[src/rtl/irq_route_pkg.sv]
package irq_route_pkg;
   localparam int DATA_W = 32;
   localparam int ADDR_W = 8;

   localparam logic [ADDR_W-1:0] OFS_ROUTE_HI = 8'h08;
   localparam logic [ADDR_W-1:0] OFS_ROUTE_LO = 8'h0C;
   localparam logic [ADDR_W-1:0] OFS_STATUS   = 8'h50;
   localparam logic [ADDR_W-1:0] OFS_MASK     = 8'h54;
   localparam logic [ADDR_W-1:0] OFS_POLAR    = 8'h58;
   localparam logic [ADDR_W-1:0] OFS_INPUT    = 8'h5C;

   localparam int AGG_BIT = 11;
   localparam logic [DATA_W-1:0] RD_MISS = '1;

   typedef logic [DATA_W-1:0] word_t;
endpackage

[src/rtl/irq_route_regs.sv]
module irq_route_regs
   import irq_route_pkg::*;
(
   input  logic              clk,
   input  logic              rst_n,
   input  logic              we,
   input  logic [ADDR_W-1:0] addr,
   input  word_t             wdata,
   input  word_t             stat_q,
   input  word_t             inp_q,
   output word_t             route_hi_q,
   output word_t             route_lo_q,
   output word_t             mask_q,
   output word_t             stat_clr,
   output word_t             rdata
);
   word_t polar_q;

   always_ff @(posedge clk) begin
      if (!rst_n) begin
         route_hi_q <= '0;
         route_lo_q <= '0;
         mask_q     <= '0;
         polar_q    <= '0;
      end else if (we) begin
         case (addr)
            OFS_ROUTE_HI: route_hi_q <= wdata;
            OFS_ROUTE_LO: route_lo_q <= wdata;
            OFS_MASK:     mask_q     <= wdata;
            OFS_POLAR:    polar_q    <= wdata;
            default: ;
         endcase
      end
   end

   assign stat_clr = (we && addr == OFS_STATUS) ? wdata : '0;

   always_comb begin
      case (addr)
         OFS_ROUTE_HI: rdata = route_hi_q;
         OFS_ROUTE_LO: rdata = route_lo_q;
         OFS_STATUS:   rdata = stat_q;
         OFS_MASK:     rdata = mask_q;
         OFS_POLAR:    rdata = polar_q;
         OFS_INPUT:    rdata = inp_q;
         default:      rdata = RD_MISS;
      endcase
   end
endmodule

[src/rtl/irq_route_decode.sv]
module irq_route_decode
   import irq_route_pkg::*;
#(
   parameter int NUM_IRQ = 16,
   parameter int ROUTE_W = 2,
   parameter int SPLIT   = 14,
   parameter int LO_TOP  = 27,
   parameter int HI_TOP  = 23,
   localparam int NUM_OUT = 1 << ROUTE_W
)(
   input  logic               clk,
   input  logic               rst_n,
   input  logic               legacy,
   input  logic [NUM_IRQ-1:0] active,
   input  word_t              route_hi_q,
   input  word_t              route_lo_q,
   output logic [NUM_OUT-1:0] route_irq
);
   logic [ROUTE_W-1:0] sel [NUM_IRQ];
   logic [NUM_OUT-1:0] hit;
   logic               unused_route_bits;

   if (LO_TOP - ROUTE_W * SPLIT + 1 < 0) begin : g_lo_fit
      $error("low route register cannot hold SPLIT fields");
   end
   if (HI_TOP - ROUTE_W * (NUM_IRQ - SPLIT) + 1 < 0) begin : g_hi_fit
      $error("high route register cannot hold remaining fields");
   end
   if (LO_TOP >= DATA_W || HI_TOP >= DATA_W) begin : g_top_fit
      $error("route field top beyond register width");
   end

   for (genvar n = 0; n < NUM_IRQ; n++) begin : g_field
      if (n < SPLIT) begin : g_lo
         localparam int LSB = LO_TOP - ROUTE_W * n - (ROUTE_W - 1);
         assign sel[n] = route_lo_q[LSB +: ROUTE_W];
      end else begin : g_hi
         localparam int LSB = HI_TOP - ROUTE_W * (n - SPLIT) - (ROUTE_W - 1);
         assign sel[n] = route_hi_q[LSB +: ROUTE_W];
      end
   end

   for (genvar k = 0; k < NUM_OUT; k++) begin : g_out
      logic [NUM_IRQ-1:0] match;
      always_comb begin
         for (int n = 0; n < NUM_IRQ; n++) begin
            match[n] = active[n] && (sel[n] == ROUTE_W'(k));
         end
      end
      assign hit[k] = |match;
   end

   assign unused_route_bits = ^{route_hi_q, route_lo_q};

   always_ff @(posedge clk) begin
      if (!rst_n)      route_irq <= '0;
      else if (legacy) route_irq <= '0;
      else             route_irq <= hit;
   end
endmodule

[src/rtl/irq_route_latch.sv]
module irq_route_latch
   import irq_route_pkg::*;
#(
   parameter int NUM_IRQ = 16
)(
   input  logic               clk,
   input  logic               rst_n,
   input  logic               legacy,
   input  logic [NUM_IRQ-1:0] active,
   input  word_t              mask_q,
   input  word_t              stat_clr,
   output word_t              inp_q,
   output word_t              stat_q,
   output logic               agg_irq
);
   if (AGG_BIT >= DATA_W) begin : g_bit_fit
      $error("aggregate bit beyond register width");
   end

   word_t inp_next;

   always_comb begin
      inp_next          = '0;
      inp_next[AGG_BIT] = legacy && (|active);
   end

   always_ff @(posedge clk) begin
      if (!rst_n) begin
         inp_q  <= '0;
         stat_q <= '0;
      end else begin
         inp_q  <= inp_next;
         stat_q <= (stat_q & ~stat_clr) | (inp_q & mask_q);
      end
   end

   assign agg_irq = |stat_q;
endmodule

[src/rtl/irq_route_agg.sv]
module irq_route_agg
   import irq_route_pkg::*;
#(
   parameter int NUM_IRQ = 16,
   parameter int ROUTE_W = 2,
   parameter int SPLIT   = 14,
   parameter int LO_TOP  = 27,
   parameter int HI_TOP  = 23,
   localparam int NUM_OUT = 1 << ROUTE_W
)(
   input  logic               clk,
   input  logic               rst_n,
   input  logic               legacy_mode,
   input  logic [NUM_IRQ-1:0] irq_active,
   input  logic               reg_we,
   input  logic [ADDR_W-1:0]  reg_addr,
   input  logic [DATA_W-1:0]  reg_wdata,
   output logic [DATA_W-1:0]  reg_rdata,
   output logic [NUM_OUT-1:0] route_irq,
   output logic               agg_irq
);
   if (SPLIT < 0 || SPLIT > NUM_IRQ) begin : g_split_ok
      $error("SPLIT outside interrupt range");
   end

   word_t route_hi_w, route_lo_w, mask_w, clr_w, stat_w, inp_w;

   irq_route_regs u_regs (
      .clk        (clk),
      .rst_n      (rst_n),
      .we         (reg_we),
      .addr       (reg_addr),
      .wdata      (reg_wdata),
      .stat_q     (stat_w),
      .inp_q      (inp_w),
      .route_hi_q (route_hi_w),
      .route_lo_q (route_lo_w),
      .mask_q     (mask_w),
      .stat_clr   (clr_w),
      .rdata      (reg_rdata)
   );

   irq_route_decode #(
      .NUM_IRQ (NUM_IRQ),
      .ROUTE_W (ROUTE_W),
      .SPLIT   (SPLIT),
      .LO_TOP  (LO_TOP),
      .HI_TOP  (HI_TOP)
   ) u_decode (
      .clk        (clk),
      .rst_n      (rst_n),
      .legacy     (legacy_mode),
      .active     (irq_active),
      .route_hi_q (route_hi_w),
      .route_lo_q (route_lo_w),
      .route_irq  (route_irq)
   );

   irq_route_latch #(
      .NUM_IRQ (NUM_IRQ)
   ) u_latch (
      .clk      (clk),
      .rst_n    (rst_n),
      .legacy   (legacy_mode),
      .active   (irq_active),
      .mask_q   (mask_w),
      .stat_clr (clr_w),
      .inp_q    (inp_w),
      .stat_q   (stat_w),
      .agg_irq  (agg_irq)
   );
endmodule

[config.mk]
export PLATFORM = sky130hd
export DESIGN_NAME = irq_route_agg
export DESIGN_NICKNAME = d
export VERILOG_FILES = /design/src/rtl/irq_route_pkg.sv /design/src/rtl/irq_route_regs.sv /design/src/rtl/irq_route_decode.sv /design/src/rtl/irq_route_latch.sv /design/src/rtl/irq_route_agg.sv
export SDC_FILE = /design/constraint.sdc
export NUM_CORES = 1
export LEC_CHECK = 0
export CORE_MARGIN = 2
export CORE_UTILIZATION = 55
export CTS_CLUSTER_DIAMETER = 200
export DETAILED_ROUTE_END_ITERATION = 10
export GPL_ROUTABILITY_DRIVEN = 1
export GPL_TIMING_DRIVEN = 0
export PLACE_DENSITY = 0.77
export SLEW_MARGIN = 20
export SYNTH_ARGS = -nofsm -noshare
export SYNTH_HDL_FRONTEND = slang
export SYNTH_SLANG_ARGS = --single-unit
[constraint.sdc]
create_clock -name clk -period 2.7 [get_ports clk]
set_input_delay 0.54 -clock clk [delete_from_list [all_inputs] [get_ports clk]]
set_output_delay 0.54 -clock clk [all_outputs]
set_load 0.01 [all_outputs]
==> results.md, run 1 <==
- Crit path required time: 2.16 ns
- Kind of end point of the critical path: output pin
- Flop pwr share: 44.7%
- Worst Skew: 0.00748 ns
- Post-DP HPWL: 19300 µm
- Place WS: -1.33 ns
- Routed Antenna Nets: 0
- Sink Count: 165
- # DRC: 0
- Final Critical Period: 2.75 ns
- Maximum root-to-sink buffer count: 2
- Pin count of the biggest net entering global routing: 17
- Area Growth Syn to Fin: 27.7%
- Initial antenna violation count: 0
- Final Worst Setup Slack: -0.0537 ns
- Initial DRC Count: 1192
- First-pass GRT wire length: 43000 µm
- Placed Area: 8670 µm²
- Final period util: 102%
- Post-synthesis sequential area ratio: 43.9%
- Overflow after GRT: 0
- Setup crit start kind: input port
- Syn_nets: 990
- Fin Hold WS: 0.455 ns
- Final GP Congestion: 0.977
- Fill cells: 1063
- Register area: 3300 µm²
- WP buf/inv: 4
- Critical path's slowest cell: clkdlybuf4s15_1
- Critical Path AT: 2.21 ns
- WS Path Type: input port to output pin
- Final Slew Violations: 0
- Switch share: 23.5%
- CTS tree: yes
- # rows: 42
- Post-synth ARST share: 0%
- Post-Syn Area: 7520 µm²
- Min-Delay Path Class: register to register
- IR drop worst, VDD: 0.612 mV
- Count leader, synth: dfxtp_1
- Yosys top cell area share: 43.9%
- Drt via density: 6.67
- Initial Util: 56.6%
- Synth warn: 0
- Comb power frac: 7.2%
- Power share of the clock group: 48.1%
- Clk Latency, worst-skew pair: 0.44 ns
- Fin area: 9610 µm²
- Largest cells by area after synthesis: dfxtp_1 (44%), nand3_1 (9.8%), mux2i_1 (7.4%), nand2_1 (7.2%), o21ai_0 (6.7%)
- Synth Flop Type: dfxtp_1
- Tightest Pin Transition: 0.835 ns
- Fmax: 0.363 GHz
- Synth Register Bits: 165
- WL/cell: 23.4 µm
- Area of the multi-input gates: 4010 µm²
- Die area: 14600 µm²
- Post-synthesis cell type count: 39
- Synth area leader: dfxtp_1
- P_sw: 0.00128 W
- Layout Nets: 1117
- # hold bufs at CTS: 0
- Final setup vio count: 4
- Int Pwr: 0.00418 W
- CTS buffer count: 17
- Crit-path leading delay family: buffers and inverters
- Core area: 13300 µm²
- PortBufs: 92
- CP Max Fanout: 10
- RSZ-0062 raised after global routing: true
- Vias in the first global route: 7573
- DRT Pass-1 Iters: 8
- Share of cells above drive strength 1: 12.1%
- Max Cap Violations: 0
- Crit path largest cell delay: 0.28 ns
- WL final: 29100 µm
- Leak: 3.37 nW
- CTS Root Cell: clkbuf_16
- Rel. slew slack: 44.3%
- Via Count: 8314
- Final Hold Vio Count: 0
- Io pins: 97
- Power Density: 568 nW/µm²
- Failing checks: negative setup slack
- Run status: finished with violations
- CP cell instances: buf_2 > nor2b_1 > clkbuf_2 > buf_4 > o2bb2ai_1 > nand2_1 > o211ai_1 > clkdlybuf4s15_1
- Mapped Avg Cell Area: 8.09 µm²
- Die height: 121 µm
- Die width: 121 µm
- Antenna diode count: 0
- Synth Instances: 930
- H-tree depth: 4
- Post-synth EDFFs: 0
- Post-synth top cells: dfxtp_1 (165), nand3_1 (147), nand2_1 (144)
- GR Util All Layers: 38.8%
- Worst-path clk slew: 0.07 ns
-- what timing repair did --
action	4_1_cts	5_1_grt
setup buffers	9	5
pin swaps	4	7
endpoints found under the setup margin	33	24
gates cloned	1	2
gates resized for setup	179	27
-- worst register-to-register path, stage by stage (launching register included) --
cell and delay, ns:
dfxtp_1 0.49, nor3b_1 0.10, or4_1 0.47, nor4_1 0.21, a31oi_1 0.12
-- cells in the final DEF (no fill, tap or decap), drive strengths merged, types with 2 or more instances in the layout --
cell type | Yosys | routed
buf | 28 | 70
nor2b | 2 | 2
nand4 | 10 | 10
o22ai | 9 | 9
o211ai | 24 | 24
inv | 14 | 15
nand3 | 147 | 147
o2bb2ai | 25 | 25
nor2 | 12 | 12
a311oi | 2 | 2
a31oi | 2 | 2
clkdlybuf4s15 | 0 | 3
and2 | 2 | 2
o21ai | 102 | 102
nand2b | 4 | 4
nor3 | 3 | 3
clkdlybuf4s50 | 0 | 53
o221ai | 6 | 6
nand3b | 6 | 6
bufinv | 0 | 4
o32ai | 5 | 5
nor4 | 16 | 16
clkbuf | 48 | 72
dlygate4sd2 | 0 | 6
dfxtp | 165 | 165
nand2 | 145 | 145
nor3b | 11 | 11
mux2i | 56 | 56
clkinvlp | 0 | 6
a21oi | 79 | 79
-- registers in the layout, indices dropped and copies added (netlist names) --
name,cells
u_latch.stat_q,32
u_decode.route_irq,4
u_latch.inp_q,1
u_regs.polar_q,32
u_regs.route_hi_q,32
u_regs.mask_q,32
u_regs.route_lo_q,32
-- path summary, 6_finish.rpt --
kind                                       from                                  to  slack (ns)  cells past startpoint
max                                 reg_addr[3]                        reg_rdata[2]       -0.05                      8
min reg2reg  u_regs.route_hi_q[15]$_SDFFE_PN0P_  u_regs.route_hi_q[15]$_SDFFE_PN0P_        0.46                      2
min          u_regs.route_hi_q[15]$_SDFFE_PN0P_  u_regs.route_hi_q[15]$_SDFFE_PN0P_        0.46                      2
max reg2reg   u_regs.route_lo_q[7]$_SDFFE_PN0P_    u_decode.route_irq[0]$_SDFF_PP0_        1.19                      4
-- final cells by class --
type,instances,area share (%)
multi-input cells,675,41.7
flip-flops and latches,165,34.4
inverters,14,0.547
plain buffers,75,4.41
well taps,176,2.29
clock inverters,11,1.81
repair buffers,109,10.1
clock buffers,21,4.79
-- through the flow --
stage               utilization, %  setup TNS [ns]  total power, W  cells
finish                        72.3         -0.0938         0.00546   1246
global route                  72.3          -0.418         0.00557   1246
CTS                           71.8               0         0.00542   1240
detailed placement            65.2          -46.05         0.00286   1198
global placement              65.2          -43.39         0.00286   1198
floorplan                        -               0         0.00265    930
-- power by group through the flow --
stage	Combinational [W]	Sequential, W	Clock, W
6_report	0.000395	0.00244	0.00263
5_1_grt	0.000409	0.00244	0.00272
4_1_cts	0.000373	0.00244	0.00261
3_5_place_dp	0.000362	0.00250	0
3_3_place_gp	0.000364	0.00250	0
2_1_floorplan	0.000156	0.00249	0
-- kinds of logic (layout without fill, tap and decap cells) --
logic type	after synthesis	count (layout)	synth area share, %
and+or+nand+nor	362	362	23.5
AOI/OAI and AO/OA	257	257	20.1
DFF	165	165	43.9
buffers and inverters	90	230	5.07
muxes	56	56	7.45
-- layer usage --
| layer | GRT usage [%] | share of wire, % | vias up | wire length [µm] |
|---|---|---|---|---|
| li1 | - | - | 3640 | - |
| met1 | 49.0 | 37 | 3855 | 10800 |
| met2 | 59.1 | 44 | 660 | 12800 |
| met3 | 10.7 | 13 | 159 | 3790 |
| met4 | 23.4 | 6.3 | 0 | 1830 |
| met5 | 0 | 0 | - | 0 |
(Power assumes the default switching activity.)
==> inputs of run 2 (changes only) <==
==> constraint.sdc (replaced) <==
create_clock -name clk -period 2.7 [get_ports clk]
set_input_delay 0.81 -clock clk [delete_from_list [all_inputs] [get_ports clk]]
set_output_delay 0.81 -clock clk [all_outputs]
set_load 0.01 [all_outputs]
==> run 2 against run 1 <==
  * The run still ends with negative setup slack left
  * Hold slack better by 0.0015 ns
  * Power is 1.9% lower
  * Largest cell class unchanged
  * Global-route usage is 2.0 points higher
  * Combinational power is 9.4% higher
  * Sequential share of layout area is 1.1 points lower
  * Sequential power hardly changed
  * Worst setup slack worse by 0.29 ns
  * Via count is 3.3% higher
  * Final area is 3.5% higher
  * Clock skew hardly changed
  * Clock power is 5% lower
==> results.md, run 2 (same netlist as run 1, synthesis figures left out) <==
- Initial DRC Count: 1273
- Initial Util: 56.6%
- Tightest Pin Transition: 0.789 ns
- Met1 usage: 53.8%
- # rows: 42
- GR peak layer: met2
- Run status: finished with violations
- Final Hold Vio Count: 0
- Pin count of the biggest net entering global routing: 17
- Final Critical Period: 3.04 ns
- WL final: 30700 µm
- Leak: 3.55 nW
- Area Growth Syn to Fin: 32.2%
- Final Worst Setup Slack: -0.339 ns
- Kind of end point of the critical path: output pin
- Sink Count: 165
- Die area: 14600 µm²
- Fmax: 0.329 GHz
- Clk Latency, worst-skew pair: 0.44 ns
- Min-Delay Path Class: register to register
- GR Util All Layers: 40.8%
- Via Count: 8592
- Die width: 121 µm
- Fill cells: 1006
- Crit path required time: 1.89 ns
- Initial antenna violation count: 0
- # DRC: 0
- Total power: 0.00536 W
- H-tree depth: 4
- Die height: 121 µm
- CTS Root Cell: clkbuf_16
- Share of cells above drive strength 1: 17.7%
- Place WS: -1.60 ns
- Critical Path AT: 2.23 ns
- DRT Pass-1 Iters: 6
- GR Util met3: 10.2%
- Routed Antenna Nets: 0
- Vias in the first global route: 7861
- IR drop worst, VDD: 0.581 mV
- Fin area: 9950 µm²
- Final period util: 113%
- Placed Area: 8730 µm²
- Core area: 13300 µm²
- Rel. slew slack: 47.4%
- GR Util met2: 62.6%
- PortBufs: 92
- R2R depth: 4
- WS Path Type: input port to output pin
- Hold Crit Depth: 2
- Final setup vio count: 32
- Power Density: 539 nW/µm²
- Commonest non-fill, non-tap cell in the layout: dfxtp_1
- Final Slew Violations: 0
- Failing checks: negative setup slack
- Worst-path clk slew: 0.07 ns
- CTS tree: yes
- Maximum root-to-sink buffer count: 2
- WL/cell: 24.4 µm
- Antenna diode count: 0
- Final GP Congestion: 0.951
- CP Max Fanout: 6
- Max Cap Violations: 0
- Worst Skew: 0.00721 ns
- CTS buffer count: 17
- Io pins: 97
- Layout Nets: 1129
- Overflow after GRT: 0
- # hold bufs at CTS: 0
- Setup crit start kind: input port
- Drt via density: 6.83
- Post-DP HPWL: 19800 µm
- RSZ-0062 raised after global routing: true
- Most frequent cells in the layout: dfxtp_1 (162), nand3_1 (145), nand2_1 (119)
- First-pass GRT wire length: 45100 µm
-- run 2: changes by cell type in the layout (fill, tap and decap cells not counted), sizes merged --
| cell | previous run | this run |
|---|---|---|
| buf | 70 | 97 |
| clkbuf | 72 | 64 |
| dlygate4sd2 | 6 | 0 |
| clkinv | 0 | 4 |
| clkdlybuf4s15 | 3 | 0 |
| inv | 15 | 18 |
| bufinv | 4 | 2 |
| clkinvlp | 6 | 4 |
| dlymetal6s2s | 1 | 0 |
-- run 2: area by class of cell --
class,count,area (µm²),share of cell area [%]
Clock inverter,14,151,1.52
Clock buffer,18,439,4.42
Tap cell,176,220,2.21
Timing Repair Buffer,123,1120,11.2
Multi-Input combinational cell,675,4190,42.2
Buffer,73,467,4.69
Sequential cell,165,3310,33.2
Inverter,14,52.6,0.528
-- run 2: final timing paths --
kind	start	to	slack, ns
worst max-delay path	reg_addr[0]	reg_rdata[19]	-0.34
worst min register to register	u_regs.route_hi_q[2]$_SDFFE_PN0P_	u_regs.route_hi_q[2]$_SDFFE_PN0P_	0.46
worst max register to register	u_regs.route_lo_q[7]$_SDFFE_PN0P_	u_decode.route_irq[0]$_SDFF_PP0_	1.17
worst min-delay path	u_regs.route_hi_q[2]$_SDFFE_PN0P_	u_regs.route_hi_q[2]$_SDFFE_PN0P_	0.46
-- run 2: stage by stage --
stage	std cells	util, %	TNS, ns	hold slack, ns
final	1258	74.8	-7.25	0.457
after global routing	1258	74.8	-8.26	0.469
after CTS	1256	73.5	-6.29	0.454
after detailed placement	1198	65.7	-105.54	0.442
after global placement	1198	65.7	-98.74	0.440
after floorplan	930	-	-2.97	0.424
-- run 2: power breakdown --
group	total [W]	switching (W)	internal, W
clock	0.00249	0.00109	0.00140
sequential	0.00244	0.00000378	0.00244
combinational	0.000432	0.000265	0.000166
total	0.00536	0.00136	0.00400
-- run 2: critical path, stage by stage --
cell,delay (ns)
buf_6,0.09
nor4_4,0.27
buf_6,0.17
and2_4,0.26
clkbuf_16,0.22
nand2_2,0.05
o211ai_1,0.16
buf_2,0.19
-- run 2: timing repair --
| action | in CTS | in global routing |
|---|---|---|
| resized for setup | 236 | 56 |
| setup buffers | 26 | 2 |
| setup endpoints to repair | 35 | 33 |
| pin swaps | 15 | 23 |
| gates cloned | 2 | 3 |
-- run 2: per-layer routing --
metal,vias up,part of all wire (%)
met2,730,44
met4,0,5.2
li1,3663,-
met3,170,14
met5,-,0
met1,4029,37
